## config.mk

```make
export PLATFORM = sky130hd
export DESIGN_NAME = vsync_gen_top
export DESIGN_NICKNAME = d
export VERILOG_FILES = /design/src/rtl/vsg_pkg.sv /design/src/rtl/vsg_regs.sv /design/src/rtl/vsg_timebase.sv /design/src/rtl/vsg_decode.sv /design/src/rtl/vsync_gen_top.sv
export SDC_FILE = /design/constraint.sdc
export NUM_CORES = 1
export LEC_CHECK = 0
export ABC_AREA = 0
export BUFFER_PORTS_ARGS = -buffer_cell sky130_fd_sc_hd__buf_2
export CAP_MARGIN = 20
export CORE_MARGIN = 2
export CORE_UTILIZATION = 48
export CTS_BUF_LIST = sky130_fd_sc_hd__clkbuf_16
export CTS_CLUSTER_SIZE = 12
export DETAILED_ROUTE_END_ITERATION = 10
export GPL_TIMING_DRIVEN = 0
export HOLD_SLACK_MARGIN = 0.1
export PLACE_DENSITY = 0.74
export SETUP_SLACK_MARGIN = 0.4
export SLEW_MARGIN = 25
export SYNTH_ARGS = -nofsm -noshare
export SYNTH_HDL_FRONTEND = slang
export SYNTH_SLANG_ARGS = --single-unit
```

## constraint.sdc

```tcl
create_clock -name clk -period 13.36 [get_ports clk]
set_clock_uncertainty 0.15 [all_clocks]
set_input_delay 2.672 -clock clk [delete_from_list [all_inputs] [get_ports clk]]
set_output_delay 2.672 -clock clk [all_outputs]
set_load 0.1 [all_outputs]
```

## src/rtl/vsg_pkg.sv

```systemverilog
package vsg_pkg;

   localparam int REG_STATUS  = 0;
   localparam int REG_LINELEN = 1;
   localparam int REG_HB_ON   = 2;
   localparam int REG_HB_OFF  = 3;
   localparam int REG_HS_ON   = 4;
   localparam int REG_HS_OFF  = 5;
   localparam int REG_FLDLEN  = 6;
   localparam int REG_VB_ON   = 7;
   localparam int REG_VB_OFF  = 8;
   localparam int REG_VS_ON   = 9;
   localparam int REG_VS_OFF  = 10;
   localparam int REG_EQ_FROM = 11;
   localparam int REG_EQ_TO   = 12;
   localparam int REG_EQ_WID  = 13;
   localparam int REG_SER_WID = 14;
   localparam int REG_CUR_COL = 15;
   localparam int REG_CUR_LIN = 16;
   localparam int NUM_REGS    = 17;

   localparam int ST_INTERLACE = 0;
   localparam int ST_COMPOSITE = 1;
   localparam int ST_EQUALIZE  = 2;
   localparam int ST_RUN       = 10;

   typedef struct packed {
      logic hsync;
      logic vsync;
      logic hblank;
      logic vblank;
      logic hgate;
      logic vgate;
      logic cursor;
      logic vint;
   } vsg_pins_t;

   function automatic logic [15:0] dflt(input int idx);
      case (idx)
         REG_STATUS:  dflt = 16'h0007;
         REG_LINELEN: dflt = 16'd910;
         REG_HB_ON:   dflt = 16'd0;
         REG_HB_OFF:  dflt = 16'd150;
         REG_HS_ON:   dflt = 16'd20;
         REG_HS_OFF:  dflt = 16'd87;
         REG_FLDLEN:  dflt = 16'd262;
         REG_VB_ON:   dflt = 16'd0;
         REG_VB_OFF:  dflt = 16'd20;
         REG_VS_ON:   dflt = 16'd3;
         REG_VS_OFF:  dflt = 16'd6;
         REG_EQ_FROM: dflt = 16'd0;
         REG_EQ_TO:   dflt = 16'd9;
         REG_EQ_WID:  dflt = 16'd33;
         REG_SER_WID: dflt = 16'd67;
         REG_CUR_COL: dflt = 16'd455;
         REG_CUR_LIN: dflt = 16'd100;
         default:     dflt = 16'd0;
      endcase
   endfunction

endpackage

```

## src/rtl/vsg_regs.sv

```systemverilog
module vsg_regs
   import vsg_pkg::*;
#(
   parameter int DATA_W      = 16,
   parameter int ADDR_W      = 5,
   parameter bit CLKEN_RESET = 1'b1
) (
   input  logic                               clk,
   input  logic                               rst_n,
   input  logic                               clear,
   input  logic                               wr,
   input  logic [ADDR_W-1:0]                  addr,
   input  logic [DATA_W-1:0]                  wdata,
   output logic [NUM_REGS-1:0][DATA_W-1:0]    regs
);

   localparam logic [DATA_W-1:0] RUN_MASK = DATA_W'(1) << ST_RUN;

   for (genvar gi = 0; gi < NUM_REGS; gi++) begin : g_reg
      localparam logic [DATA_W-1:0] BASE_VAL = DATA_W'(dflt(gi));
      logic [DATA_W-1:0] rst_val;
      if (gi == REG_STATUS && CLKEN_RESET) begin : g_run_on
         assign rst_val = BASE_VAL | RUN_MASK;
      end else begin : g_run_off
         assign rst_val = BASE_VAL;
      end

      always_ff @(posedge clk or negedge rst_n) begin
         if (!rst_n) begin
            regs[gi] <= rst_val;
         end else if (clear) begin
            regs[gi] <= rst_val;
         end else if (wr && addr == ADDR_W'(gi)) begin
            regs[gi] <= wdata;
         end
      end
   end

   AST_CLEAR_DEFAULTS: assert property (@(posedge clk) disable iff (!rst_n)
      clear |=> (regs[REG_STATUS][ST_RUN] == CLKEN_RESET) &&
                (regs[REG_LINELEN] == DATA_W'(dflt(REG_LINELEN))) &&
                (regs[REG_FLDLEN] == DATA_W'(dflt(REG_FLDLEN))));

   AST_HIGH_ADDR_IGNORED: assert property (@(posedge clk) disable iff (!rst_n)
      (wr && !clear && int'(addr) >= NUM_REGS) |=> $stable(regs));

endmodule

```

## src/rtl/vsg_timebase.sv

```systemverilog
module vsg_timebase #(
   parameter int CNT_W = 12
) (
   input  logic             clk,
   input  logic             rst_n,
   input  logic             clear,
   input  logic             run,
   input  logic             interlace,
   input  logic [CNT_W-1:0] line_len,
   input  logic [CNT_W-1:0] field_len,
   output logic [CNT_W-1:0] col,
   output logic [CNT_W-1:0] lin,
   output logic             field
);

   localparam int EXT_W = CNT_W + 1;

   logic last_col;
   logic last_lin;

   assign last_col = (EXT_W'(col) + EXT_W'(1)) >= EXT_W'(line_len);
   assign last_lin = (EXT_W'(lin) + EXT_W'(1)) >= EXT_W'(field_len);

   always_ff @(posedge clk or negedge rst_n) begin
      if (!rst_n) begin
         col   <= '0;
         lin   <= '0;
         field <= 1'b0;
      end else if (clear) begin
         col   <= '0;
         lin   <= '0;
         field <= 1'b0;
      end else if (run) begin
         if (last_col) begin
            col <= '0;
            if (last_lin) begin
               lin   <= '0;
               field <= interlace ? ~field : 1'b0;
            end else begin
               lin <= lin + 1'b1;
            end
         end else begin
            col <= col + 1'b1;
         end
      end
   end

   AST_FROZEN: assert property (@(posedge clk) disable iff (!rst_n)
      (!run && !clear) |=> ($stable(col) && $stable(lin) && $stable(field)));

   AST_LINE_HOLDS_MIDLINE: assert property (@(posedge clk) disable iff (!rst_n)
      (run && !clear && (EXT_W'(col) + EXT_W'(1)) < EXT_W'(line_len))
      |=> ($stable(lin) && $stable(field) && col == $past(col) + 1'b1));

   AST_PROGRESSIVE_FIELD: assert property (@(posedge clk) disable iff (!rst_n)
      (!interlace && !field) |=> !field);

endmodule

```

## src/rtl/vsg_decode.sv

```systemverilog
module vsg_decode
   import vsg_pkg::*;
#(
   parameter int CNT_W = 12
) (
   input  logic             clk,
   input  logic             rst_n,
   input  logic             clear,
   input  logic             run,
   input  logic             interlace,
   input  logic             composite,
   input  logic             equalize,
   input  logic [CNT_W-1:0] col,
   input  logic [CNT_W-1:0] lin,
   input  logic             field,
   input  logic [CNT_W-1:0] line_len,
   input  logic [CNT_W-1:0] hb_on,
   input  logic [CNT_W-1:0] hb_off,
   input  logic [CNT_W-1:0] hs_on,
   input  logic [CNT_W-1:0] hs_off,
   input  logic [CNT_W-1:0] vb_on,
   input  logic [CNT_W-1:0] vb_off,
   input  logic [CNT_W-1:0] vs_on,
   input  logic [CNT_W-1:0] vs_off,
   input  logic [CNT_W-1:0] eq_from,
   input  logic [CNT_W-1:0] eq_to,
   input  logic [CNT_W-1:0] eq_wid,
   input  logic [CNT_W-1:0] ser_wid,
   input  logic [CNT_W-1:0] cur_col,
   input  logic [CNT_W-1:0] cur_lin,
   output vsg_pins_t        pins
);

   localparam int EXT_W = CNT_W + 1;

   logic [CNT_W-1:0] half;
   logic [CNT_W-1:0] vs_col;
   logic             hs_i, hb_i, vb_i, vs_i;
   logic             eq_line, in_serr, eq_pulse;
   logic             csync;
   logic [EXT_W-1:0] col_x, col_plus_ser;

   assign half         = line_len >> 1;
   assign vs_col       = (interlace && field) ? half : '0;
   assign col_x        = EXT_W'(col);
   assign col_plus_ser = col_x + EXT_W'(ser_wid);

   assign hs_i = (col >= hs_on) && (col < hs_off);
   assign hb_i = (col >= hb_on) && (col < hb_off);
   assign vb_i = (lin >= vb_on) && (lin < vb_off);
   assign vs_i = ((lin > vs_on) || (lin == vs_on && col >= vs_col)) &&
                 ((lin < vs_off) || (lin == vs_off && col < vs_col));

   assign eq_line  = (lin >= eq_from) && (lin < eq_to);
   assign in_serr  = ((col_plus_ser >= EXT_W'(half)) && (col < half)) ||
                     (col_plus_ser >= EXT_W'(line_len));
   assign eq_pulse = (col < eq_wid) ||
                     ((col >= half) && (col_x < EXT_W'(half) + EXT_W'(eq_wid)));

   always_comb begin
      if (!equalize) begin
         csync = hs_i ^ vs_i;
      end else if (vs_i) begin
         csync = ~in_serr;
      end else if (eq_line) begin
         csync = eq_pulse;
      end else begin
         csync = hs_i;
      end
   end

   always_comb begin
      pins.vsync  = vs_i;
      pins.vblank = vb_i;
      if (composite) begin
         pins.hsync  = csync;
         pins.hblank = hb_i | vb_i;
         pins.hgate  = ~hb_i;
         pins.vgate  = ~vb_i;
         pins.cursor = (col == cur_col) && (lin == cur_lin);
         pins.vint   = (lin == vb_on) && (col == '0);
      end else begin
         pins.hsync  = hs_i;
         pins.hblank = hb_i;
         pins.hgate  = 1'b0;
         pins.vgate  = 1'b0;
         pins.cursor = 1'b0;
         pins.vint   = 1'b0;
      end
   end

   AST_VINT_SINGLE: assert property (@(posedge clk) disable iff (!rst_n)
      (pins.vint && run && !clear && line_len > CNT_W'(1)) |=> !pins.vint);

endmodule

```

## src/rtl/vsync_gen_top.sv

```systemverilog
module vsync_gen_top
   import vsg_pkg::*;
#(
   parameter int CNT_W       = 12,
   parameter int DATA_W      = 16,
   parameter int ADDR_W      = 5,
   parameter bit CLKEN_RESET = 1'b1
) (
   input  logic              clk,
   input  logic              rst_n,
   input  logic              i_clear,
   input  logic              i_wr,
   input  logic [ADDR_W-1:0] i_addr,
   input  logic [DATA_W-1:0] i_wdata,
   output logic              o_hsync,
   output logic              o_vsync,
   output logic              o_hblank,
   output logic              o_vblank,
   output logic              o_hgate,
   output logic              o_vgate,
   output logic              o_cursor,
   output logic              o_vint
);

   if (DATA_W <= ST_RUN) begin : g_chk_data
      $error("DATA_W must hold the run bit");
   end
   if (CNT_W > DATA_W) begin : g_chk_cnt
      $error("CNT_W must not exceed DATA_W");
   end
   if ((1 << ADDR_W) < NUM_REGS) begin : g_chk_addr
      $error("ADDR_W too narrow for the register bank");
   end

   logic [NUM_REGS-1:0][DATA_W-1:0] regs;
   logic [NUM_REGS-1:0][CNT_W-1:0]  tv;
   logic [CNT_W-1:0]                col, lin;
   logic                            field;
   logic                            run, interlace, composite, equalize;
   vsg_pins_t                       pins;
   logic                            unused_bits;

   vsg_regs #(
      .DATA_W      (DATA_W),
      .ADDR_W      (ADDR_W),
      .CLKEN_RESET (CLKEN_RESET)
   ) u_regs (
      .clk   (clk),
      .rst_n (rst_n),
      .clear (i_clear),
      .wr    (i_wr),
      .addr  (i_addr),
      .wdata (i_wdata),
      .regs  (regs)
   );

   for (genvar gi = 0; gi < NUM_REGS; gi++) begin : g_slice
      assign tv[gi] = regs[gi][CNT_W-1:0];
   end

   always_comb begin
      unused_bits = 1'b0;
      for (int i = 0; i < NUM_REGS; i++) begin
         unused_bits = unused_bits ^ (^regs[i]);
      end
   end

   assign run       = regs[REG_STATUS][ST_RUN];
   assign interlace = regs[REG_STATUS][ST_INTERLACE];
   assign composite = regs[REG_STATUS][ST_COMPOSITE];
   assign equalize  = regs[REG_STATUS][ST_EQUALIZE];

   vsg_timebase #(.CNT_W(CNT_W)) u_timebase (
      .clk       (clk),
      .rst_n     (rst_n),
      .clear     (i_clear),
      .run       (run),
      .interlace (interlace),
      .line_len  (tv[REG_LINELEN]),
      .field_len (tv[REG_FLDLEN]),
      .col       (col),
      .lin       (lin),
      .field     (field)
   );

   vsg_decode #(.CNT_W(CNT_W)) u_decode (
      .clk       (clk),
      .rst_n     (rst_n),
      .clear     (i_clear),
      .run       (run),
      .interlace (interlace),
      .composite (composite),
      .equalize  (equalize),
      .col       (col),
      .lin       (lin),
      .field     (field),
      .line_len  (tv[REG_LINELEN]),
      .hb_on     (tv[REG_HB_ON]),
      .hb_off    (tv[REG_HB_OFF]),
      .hs_on     (tv[REG_HS_ON]),
      .hs_off    (tv[REG_HS_OFF]),
      .vb_on     (tv[REG_VB_ON]),
      .vb_off    (tv[REG_VB_OFF]),
      .vs_on     (tv[REG_VS_ON]),
      .vs_off    (tv[REG_VS_OFF]),
      .eq_from   (tv[REG_EQ_FROM]),
      .eq_to     (tv[REG_EQ_TO]),
      .eq_wid    (tv[REG_EQ_WID]),
      .ser_wid   (tv[REG_SER_WID]),
      .cur_col   (tv[REG_CUR_COL]),
      .cur_lin   (tv[REG_CUR_LIN]),
      .pins      (pins)
   );

   assign o_hsync  = pins.hsync;
   assign o_vsync  = pins.vsync;
   assign o_hblank = pins.hblank;
   assign o_vblank = pins.vblank;
   assign o_hgate  = pins.hgate;
   assign o_vgate  = pins.vgate;
   assign o_cursor = pins.cursor;
   assign o_vint   = pins.vint;

endmodule

```

==> run summary, run 1 <==
The number of cells on the worst hold path came out at 2. The startpoint identified for the worst register-to-register timing path is u_timebase.col[1]. The worst setup path is launched from a flop. The path class of the tightest hold or removal check is reg2reg. The flow ran to the end, and the final reports show no timing, DRC or antenna violations. The average instance in the mapped netlist occupies 8.693 µm².

The number of synthesis warnings is 0. The tree is rooted in a sky130_fd_sc_hd__clkbuf_16. The tool flagged a number of max-cap violations equal to 0. The final RePlAce weighted congestion is 0.9219.

Setup slack on the worst reg-to-reg path comes out at 8700 ps. The largest fanout of any net on the critical path came out at 10. The worst slew slack as a fraction of its limit came out at 22.09%. For hold timing, the worst endpoint is u_regs.regs[80]. In this run the count of I/O pins placed on the die edge is 33. The netlist area before placement came out at 15690 µm².

TritonCTS built the clock tree. The post-CTS setup-driven buffer insertion count came out at 0. For this run, the top clock speed supported by timing is 127.8 MHz. Once the floorplan was initialized, standard cells occupied 48.47% of the core. The remaining antenna violation count is 0.

The critical path in this run is classified as reg2out. The proportion of synthesized chip area in sequential cells came out at 35.61%. The final cycle utilization of the critical path is 58.55%.

For this run, the post-layout net count is 2117. Entering global routing, the biggest net connects 90 pins. The first-pass GRT wire length is 73.11 mm. The die is 184.8 µm tall. The pre-antenna-repair detailed-routing pass consisted of 5 iterations.

The H-tree level count came out at 1. The commonest non-fill, non-tap cell in the layout is sky130_fd_sc_hd__nand2_1. The final worst setup slack is 5538 ps. The number of cells on the worst reg-to-reg path came out at 16. The quantity of I/O buffers inserted on ports came out at 22.

The ratio of total power to cell area is 94.13 nW/µm². The proportion of total power due to net switching is 29.20%. The category of the worst setup path capture point is an output port. The count of hold buffers inserted by post-cts repair is 0. The detailed-route vias per instance is 5.792. The flip-flop and latch count after synthesis is 221. The synthesized net count came out at 2065. The required arrival time at the worst endpoint is 10540 ps.

Clock-pin slew was measured on the worst setup and hold paths at 60 ps. The routed design has 46.57 mm of wire. Setup repair after global routing left no endpoint under its margin.

The die area came out at 34150 µm². In the final layout, the share of cells above drive strength 1 is 7.139%. The cell count after synthesis came out at 1805. The number of antenna diodes in the final layout is 0. The number of instances resized during post-cts repair is 0. The sum of negative setup slack came out at 0 ps. The source-to-sink clock delay at the later pin of the worst-skew pair is 540 ps. The fraction of registers with async set/reset came out at 100.0%. Global routing finished with a remaining overflow of 0.

The pre-CTS worst setup slack is 6211 ps. In this run the critical register-to-register path is captured at u_timebase.lin[0]. The number of violations reported at the end of detailed-routing iteration 0 came out at 1246. The analysis attributes to net switching a power of 473.8 µW. In this run the most critical hold path is launched from u_regs.regs[80].

Counting the buffers created by CTS gives 26. The clock sink total came out at 221. Among all flip-flop cells after synthesis, the most frequent one is sky130_fd_sc_hd__dfrtp_1. The DRC violation count after routing is 0. The clock network power share is 42.6%. The number of pins with negative max-slew slack in the final report is 0. The number of global-route vias before repair is 13420. The number of hold-slack violations in the final timing report came to 0.

The data arrival time at the worst-slack endpoint came out at 5000 ps. The setup violation total in the final timing report came out at 0. Of the total power, combinational logic draws 14.8%. The detailed router placed 13430 vias in this run. The instance count after placement with tap cells included came out at 2271.

The number of distinct library cell variants in the gate-level netlist after synthesis came out at 67. Leaving out fill and tap cells, the most frequent cells in the layout are sky130_fd_sc_hd__nand2_1 (296), sky130_fd_sc_hd__ha_1 (233), sky130_fd_sc_hd__dfrtp_1 (175), sky130_fd_sc_hd__inv_1 (170), sky130_fd_sc_hd__a21oi_1 (158). The internal power is 1149 µW. The power share of the sequential group came out at 42.5%. The half-perimeter wire length of the detailed placement result is 32.67 mm.

The overall fraction of global-route tracks in use came out at 27.94%. The final period demand of the worst path came out at 7822 ps. The worst vdd rail ir drop came out at 103.4 µV. The number of synthesized flops with an enable pin is 0. The slew at the pin closest to its max-slew limit came out at 1169 ps. The number of antenna violations at the first check in global routing came out at 0. The area overhead of the layout relative to synthesis is 9.872%. The number of standard-cell rows in the floorplan is 66. The analysis attributes to cell leakage a power of 0.008090 µW. The horizontal die dimension is 184.8 µm. The number of buffers between clock root and the deepest sink came out at 3. The routed length per placed instance is 20.08 µm. The core region is 32370 µm². The number of non-filler instances in the completed layout is 2319.
## sequential cells by signal (all words and copies together) (netlist names)
signal,flops
u_timebase.col,12
u_timebase.field,1
u_regs.regs,196
u_timebase.lin,12
## synth_stat cells, types with 9 or more instances
master                     instances  share of area, %
sky130_fd_sc_hd__a211oi_1         10              0.48
sky130_fd_sc_hd__a21o_1           27               1.3
sky130_fd_sc_hd__a21oi_1         158               5.0
sky130_fd_sc_hd__and3_1           11              0.44
sky130_fd_sc_hd__buf_2             9              0.29
sky130_fd_sc_hd__clkbuf_1         71               1.7
sky130_fd_sc_hd__dfrtp_1         175                28
sky130_fd_sc_hd__dfstp_2          46               7.7
sky130_fd_sc_hd__ha_1            233                19
sky130_fd_sc_hd__inv_1           161               3.9
sky130_fd_sc_hd__mux2i_1          72               4.6
sky130_fd_sc_hd__nand2_1         296               7.1
sky130_fd_sc_hd__nand2b_1         27               1.1
sky130_fd_sc_hd__nand3_1          59               1.9
sky130_fd_sc_hd__nand4_1          15              0.60
sky130_fd_sc_hd__nor2_1          117               2.8
sky130_fd_sc_hd__nor2b_1          22              0.88
sky130_fd_sc_hd__nor3_1           15              0.48
sky130_fd_sc_hd__o211ai_1         29               1.4
sky130_fd_sc_hd__o21a_1           18              0.86
sky130_fd_sc_hd__o21ai_0          71               2.3
sky130_fd_sc_hd__xnor2_1          31               1.7
sky130_fd_sc_hd__xor2_1           30               1.7
## cell type report
cell class | instances | area (µm²)
plain buffers | 85 | 339.1
clock buffers | 27 | 675.6
clock inverters | 21 | 143.9
fillers | 2990 | 15130
inverters | 162 | 608.1
multi-input cells | 1337 | 9156
flip-flops and latches | 221 | 5588
well taps | 442 | 553.0
repair buffers | 24 | 175.2
## kinds of logic after synthesis
kind of cell	Yosys count	synth area share [%]
xor+xnor	61	3.405
buf+inv	247	6.029
fa+ha+maj	235	18.84
simple gates	594	16.77
compound gates	374	14.68
mux	73	4.665
flops	221	35.61
## worst max-delay path, stage by stage, from the launching register on
cell and delay (ps):
sky130_fd_sc_hd__dfstp_2 560, sky130_fd_sc_hd__and2_1 130, sky130_fd_sc_hd__clkbuf_1 350, sky130_fd_sc_hd__nand2_1 110, sky130_fd_sc_hd__ha_1 300, sky130_fd_sc_hd__a21o_1 170, sky130_fd_sc_hd__a211oi_1 240, sky130_fd_sc_hd__nand3_1 140
sky130_fd_sc_hd__nor2_2 330, sky130_fd_sc_hd__a32oi_1 170, sky130_fd_sc_hd__a311oi_2 820, sky130_fd_sc_hd__nand3_1 220, sky130_fd_sc_hd__a2111oi_2 320, sky130_fd_sc_hd__a211o_1 180, sky130_fd_sc_hd__buf_2 410
## power groups by stage
| stage | Clock [µW] | Sequential [µW] | Combinational [µW] |
|---|---|---|---|
| 4_1_cts | 700 | 690 | 237 |
| 2_1_floorplan | 0 | 696 | 156 |
| 5_1_grt | 726 | 691 | 262 |
| 6_report | 692 | 690 | 240 |
| 3_3_place_gp | 0 | 701 | 228 |
| 3_5_place_dp | 0 | 702 | 236 |
## worst max path at each step
| stage | startpoint | end | slack, ps |
|---|---|---|---|
| floorplan | u_timebase.lin[0] | o_vgate | 5770 |
| global placement | rst_n | u_regs.regs[232] | 5590 |
| detailed placement | u_timebase.col[1] | o_hsync | 6210 |
| CTS | u_timebase.col[1] | o_hsync | 5600 |
| global route | u_timebase.col[1] | o_hsync | 5250 |
| finish | u_regs.regs[0] | o_hsync | 5540 |
## metal layers
| layer | wire (µm) | GRT usage (%) | vias up |
|---|---|---|---|
| li1 | - | - | 6308 |
| met1 | 19470 | 35.93 | 6460 |
| met2 | 21040 | 45.59 | 520 |
| met3 | 3572 | 5.230 | 144 |
| met4 | 2487 | 13.14 | 0 |
| met5 | 0 | 0 | - |
## through the flow
stage	total power (µW)	cell area [µm²]	utilization (%)	hold slack (ps)
after floorplan	852.9	15690	-	314.1
after global placement	929.5	16350	50.52	326.2
after detailed placement	937.6	16420	50.72	336.8
after CTS	1627	17240	53.25	344.9
after global routing	1679	17240	53.25	374.6
final	1623	17240	53.25	346.5
Power figures use the tool's default switching activity.
==> inputs of run 2 (changes only) <==
--- a/config.mk
+++ b/config.mk
@@ -15,7 +15,7 @@
 export DETAILED_ROUTE_END_ITERATION = 10
 export GPL_TIMING_DRIVEN = 0
 export HOLD_SLACK_MARGIN = 0.1
-export PLACE_DENSITY = 0.74
+export PLACE_DENSITY = 0.76
 export SETUP_SLACK_MARGIN = 0.4
 export SLEW_MARGIN = 25
 export SYNTH_ARGS = -nofsm -noshare
==> constraint.sdc (replaced) <==
create_clock -name clk -period 6.6 [get_ports clk]
set_clock_uncertainty 0.15 [all_clocks]
set_input_delay 1.32 -clock clk [delete_from_list [all_inputs] [get_ports clk]]
set_output_delay 1.32 -clock clk [all_outputs]
set_load 0.1 [all_outputs]
==> run 2 against run 1 <==
  * Die area unchanged
  * Clock-buffer cell count unchanged
  * Sequential power increased by 100%
  * Sequential share of layout area about the same
  * Wire length decreased by 0.29%
  * Via count increased by 1.0%
  * Critical endpoint unchanged
  * Non-clock buffer count unchanged
  * Largest power group is now sequential cells
  * Register-to-register slack got worse by 6600 ps
  * First-iteration DRC count increased by 3.7%
==> run summary, run 2 (synthesis results as in run 1) <==
The core outline area is 32370 µm² (unchanged). The origin of the worst setup path is u_regs.regs[0]. The data arrival time at the worst-slack endpoint was 4570 ps (-430 ps). The quantity of I/O buffers inserted on ports is 22 (unchanged). Timing would allow up to 165.4 MHz. The destination of the worst register-to-register timing path is u_timebase.lin[4].

The cell leakage power is 0.008076 µW (-0.17%). The worst slew slack as a fraction of its limit was 26.33% (+4.2 points). The power share of the sequential group is 42.8% (+0.3 points). The number of antenna violations at the first check in global routing came out at 0 (unchanged). The power dissipated by switching net loads came out at 968.3 µW (+100%). Counting flops per register, the top entry is u_regs.regs.

The clock-pin slew of the registers on the worst-case setup and hold paths is 60 ps (about the same). The worst register-to-register path begins at u_timebase.col[5]. The share of the core filled with cells is 53.36% (+0.10 points). The largest registers in the layout are u_regs.regs: 196 flops, u_timebase.col: 12 flops, u_timebase.lin: 12 flops. The horizontal die dimension is 184.8 µm (unchanged). The overall fraction of global-route tracks in use came to 28.05% (+0.11 points). The sum of negative setup slack is 0 ps (unchanged). The source-to-sink clock delay at the later pin of the worst-skew pair was 550 ps (about the same).

The instance count after placement with tap cells included is 2271 (unchanged). The height of the die came out at 184.8 µm (unchanged). The detailed-route vias per instance came to 5.853 (+1.0%).

The number of hold-slack violations in the final timing report is 0 (unchanged). The number of maximum-capacitance violations is 0 (unchanged). In the layout the commonest cells are sky130_fd_sc_hd__nand2_1 (296), sky130_fd_sc_hd__ha_1 (233), sky130_fd_sc_hd__dfrtp_1 (173), sky130_fd_sc_hd__inv_1 (167), sky130_fd_sc_hd__a21oi_1 (157).

In the finished design, the share of the clock period the worst path needs comes to 91.58%. The DRC violation count after routing was 0 (unchanged). The worst hold slack is 345.3 ps (-1.243 ps). The proportion of total power due to net switching is 29.64% (+0.44 points).

In this run the most critical hold path is launched from u_regs.regs[230]. STA classifies the critical path endpoint as an output port. The ratio of cells with drive above 1 in the final layout came out at 7.459% (+0.32 points). The worst hold path terminates at u_regs.regs[230]. The total number of vias came out at 13570 (+1.0%). The initial core utilization came out at 48.47% (unchanged). The half-perimeter wire length of the detailed placement result is 32.51 mm (-0.49%).

The number of violations reported at the end of detailed-routing iteration 0 was 1292 (+3.7%). The library cell used most frequently in the layout, excluding fill and tap cells, is sky130_fd_sc_hd__nand2_1. The sequential cell area is 5590 µm² (about the same). The number of standard-cell rows in the floorplan is 66 (unchanged). The total iterations of the first detailed-routing run came out at 6 (+1). The number of clock buffers inserted by TritonCTS came out at 26 (unchanged). The largest fanout of any net on the critical path is 10 (unchanged). The I/O pin count came out at 33 (unchanged).

The slew at the pin closest to its max-slew limit is 1105 ps (-63.64 ps). The ratio of total power to cell area came out at 189.2 nW/µm² (+100%). The worst vdd rail ir drop came to 171.2 µV (+66%). The number of nets in the final layout is 2117 (unchanged).

The routed length per placed instance came out at 20.02 µm (-0.29%). The post-CTS setup-driven buffer insertion count came out at 0 (unchanged). The path class of the lowest-slack min-delay path is reg2reg. The H-tree level count came out at 1 (unchanged). The die area came out at 34150 µm² (unchanged).

The number of non-filler instances in the completed layout came out at 2319 (unchanged). The setup violation total in the final timing report is 0 (unchanged). The number of pins with negative max-slew slack in the final report is 0 (unchanged). The cell sitting at the root of the clock tree is a sky130_fd_sc_hd__clkbuf_16. The area overhead of the layout relative to synthesis is 10.08%. The internal power came out at 2299 µW (+100%). The aggregate global routing overflow came out at 0 (unchanged). The maximum number of pins on one net before global-route repair came out at 93 (+3.3%). The required arrival time at the worst endpoint came out at 5130 ps (-5410 ps). The clock network power share was 42.1% (-0.5 points). The number of fill cells came out at 2968 (-0.74%). The flip-flop count of the largest register, all copies and words added came out at 196 (unchanged).

The number of cells on the worst hold path is 2 (unchanged). The remaining antenna violation count was 0 (unchanged). The number of cells on the worst reg-to-reg path came to 16 (unchanged). The number of global-route vias before repair came to 13760 (+2.5%). The combinational cell fraction of total power came out at 15.1% (+0.3 points). The number of buffers between clock root and the deepest sink was 3 (unchanged). The run finished with clean final reports.

STA classifies the critical path startpoint as a flop. Setup repair after global routing left no endpoint under its margin. The final RePlAce weighted congestion is 0.9258 (+0.42%).

The setup slack of the most critical reg-to-reg path is 2080 ps (-6620 ps). The setup path with the least slack is of type reg2out. The total wire length after detailed routing is 46.43 mm (-0.29%). The clock tree from TritonCTS is yes. The first-pass GRT wire length came to 74.09 mm (+1.3%). The area used by multi-input combinational logic came out at 9189 µm² (+0.36%). The final period demand of the worst path came out at 6044 ps. The diode insertion count for antenna repair is 0 (unchanged). The power consumption came out at 3267 µW (+100%). The clock sink total is 221 (unchanged).
==> run 2: cell types whose count changed in the layout (fill, tap and decap cells not counted), moves of 2 or more <==
| cell | previous run | this run |
|---|---|---|
| sky130_fd_sc_hd__clkinv_2 | 4 | 6 |
| sky130_fd_sc_hd__inv_1 | 170 | 167 |
| sky130_fd_sc_hd__dfrtp_2 | 0 | 2 |
| sky130_fd_sc_hd__dfrtp_1 | 175 | 173 |
==> run 2: worst max-delay path by stage <==
stage                     slack, ps  depth (start not counted)               end
final                           560                         14           o_hsync
after global routing            400                         18           o_hsync
after CTS                       480                         18           o_hsync
after detailed placement        710                         17           o_hsync
after global placement          220                          1  u_regs.regs[233]
after floorplan                 450                         13           o_hsync
==> run 2: per-stage QoR <==
stage	setup WS, ps	area [µm²]
after floorplan	448.3	15700
after global placement	224.9	16370
after detailed placement	712.9	16430
after CTS	478.8	17240
after global routing	403.8	17270
final	555.7	17270
==> run 2: power by group through the flow <==
stage	logic [µW]	registers (µW)	clock network [µW]
floorplan	318	1410	0
global route	536	1400	1440
CTS	481	1400	1390
global placement	461	1420	0
finish	494	1400	1380
detailed placement	476	1420	0
==> run 2: routing by layer <==
layer / vias up / share of wire (%) / global-route usage (%)
li1: 6301 / - / -
met1: 6525 / 41 / 36.20
met3: 172 / 8.5 / 5.466
met5: - / 0 / 0
met4: 0 / 5.5 / 14.19
met2: 574 / 45 / 44.97
==> run 2: worst max-delay path: stages (launching register included) <==
cell and delay, ps:
sky130_fd_sc_hd__dfstp_2 540, sky130_fd_sc_hd__and2_1 120, sky130_fd_sc_hd__clkbuf_1 330, sky130_fd_sc_hd__nand2_1 110, sky130_fd_sc_hd__ha_1 300, sky130_fd_sc_hd__a21o_1 160, sky130_fd_sc_hd__a211oi_1 230, sky130_fd_sc_hd__nand3_1 130
sky130_fd_sc_hd__nor2_2 370, sky130_fd_sc_hd__a32oi_1 240, sky130_fd_sc_hd__a311oi_4 620, sky130_fd_sc_hd__nor2_2 100, sky130_fd_sc_hd__a211o_1 310, sky130_fd_sc_hd__a211o_1 250, sky130_fd_sc_hd__buf_8 180
==> run 2: repair_timing <==
item / in CTS / in global routing
hold buffers: 0 / 0
cloned: 0 / 0
setup endpoints to repair: 1 / 1
resized for setup: 3 / 9
pin swaps: 0 / 2
==> run 2: area by class of cell <==
type,count,share of cell area (%)
repair buffers,24,1.072
multi-input cells,1337,53.20
inverters,162,3.542
well taps,442,3.202
clock buffers,27,3.912
clock inverters,21,0.7462
plain buffers,85,1.956
flip-flops and latches,221,32.37
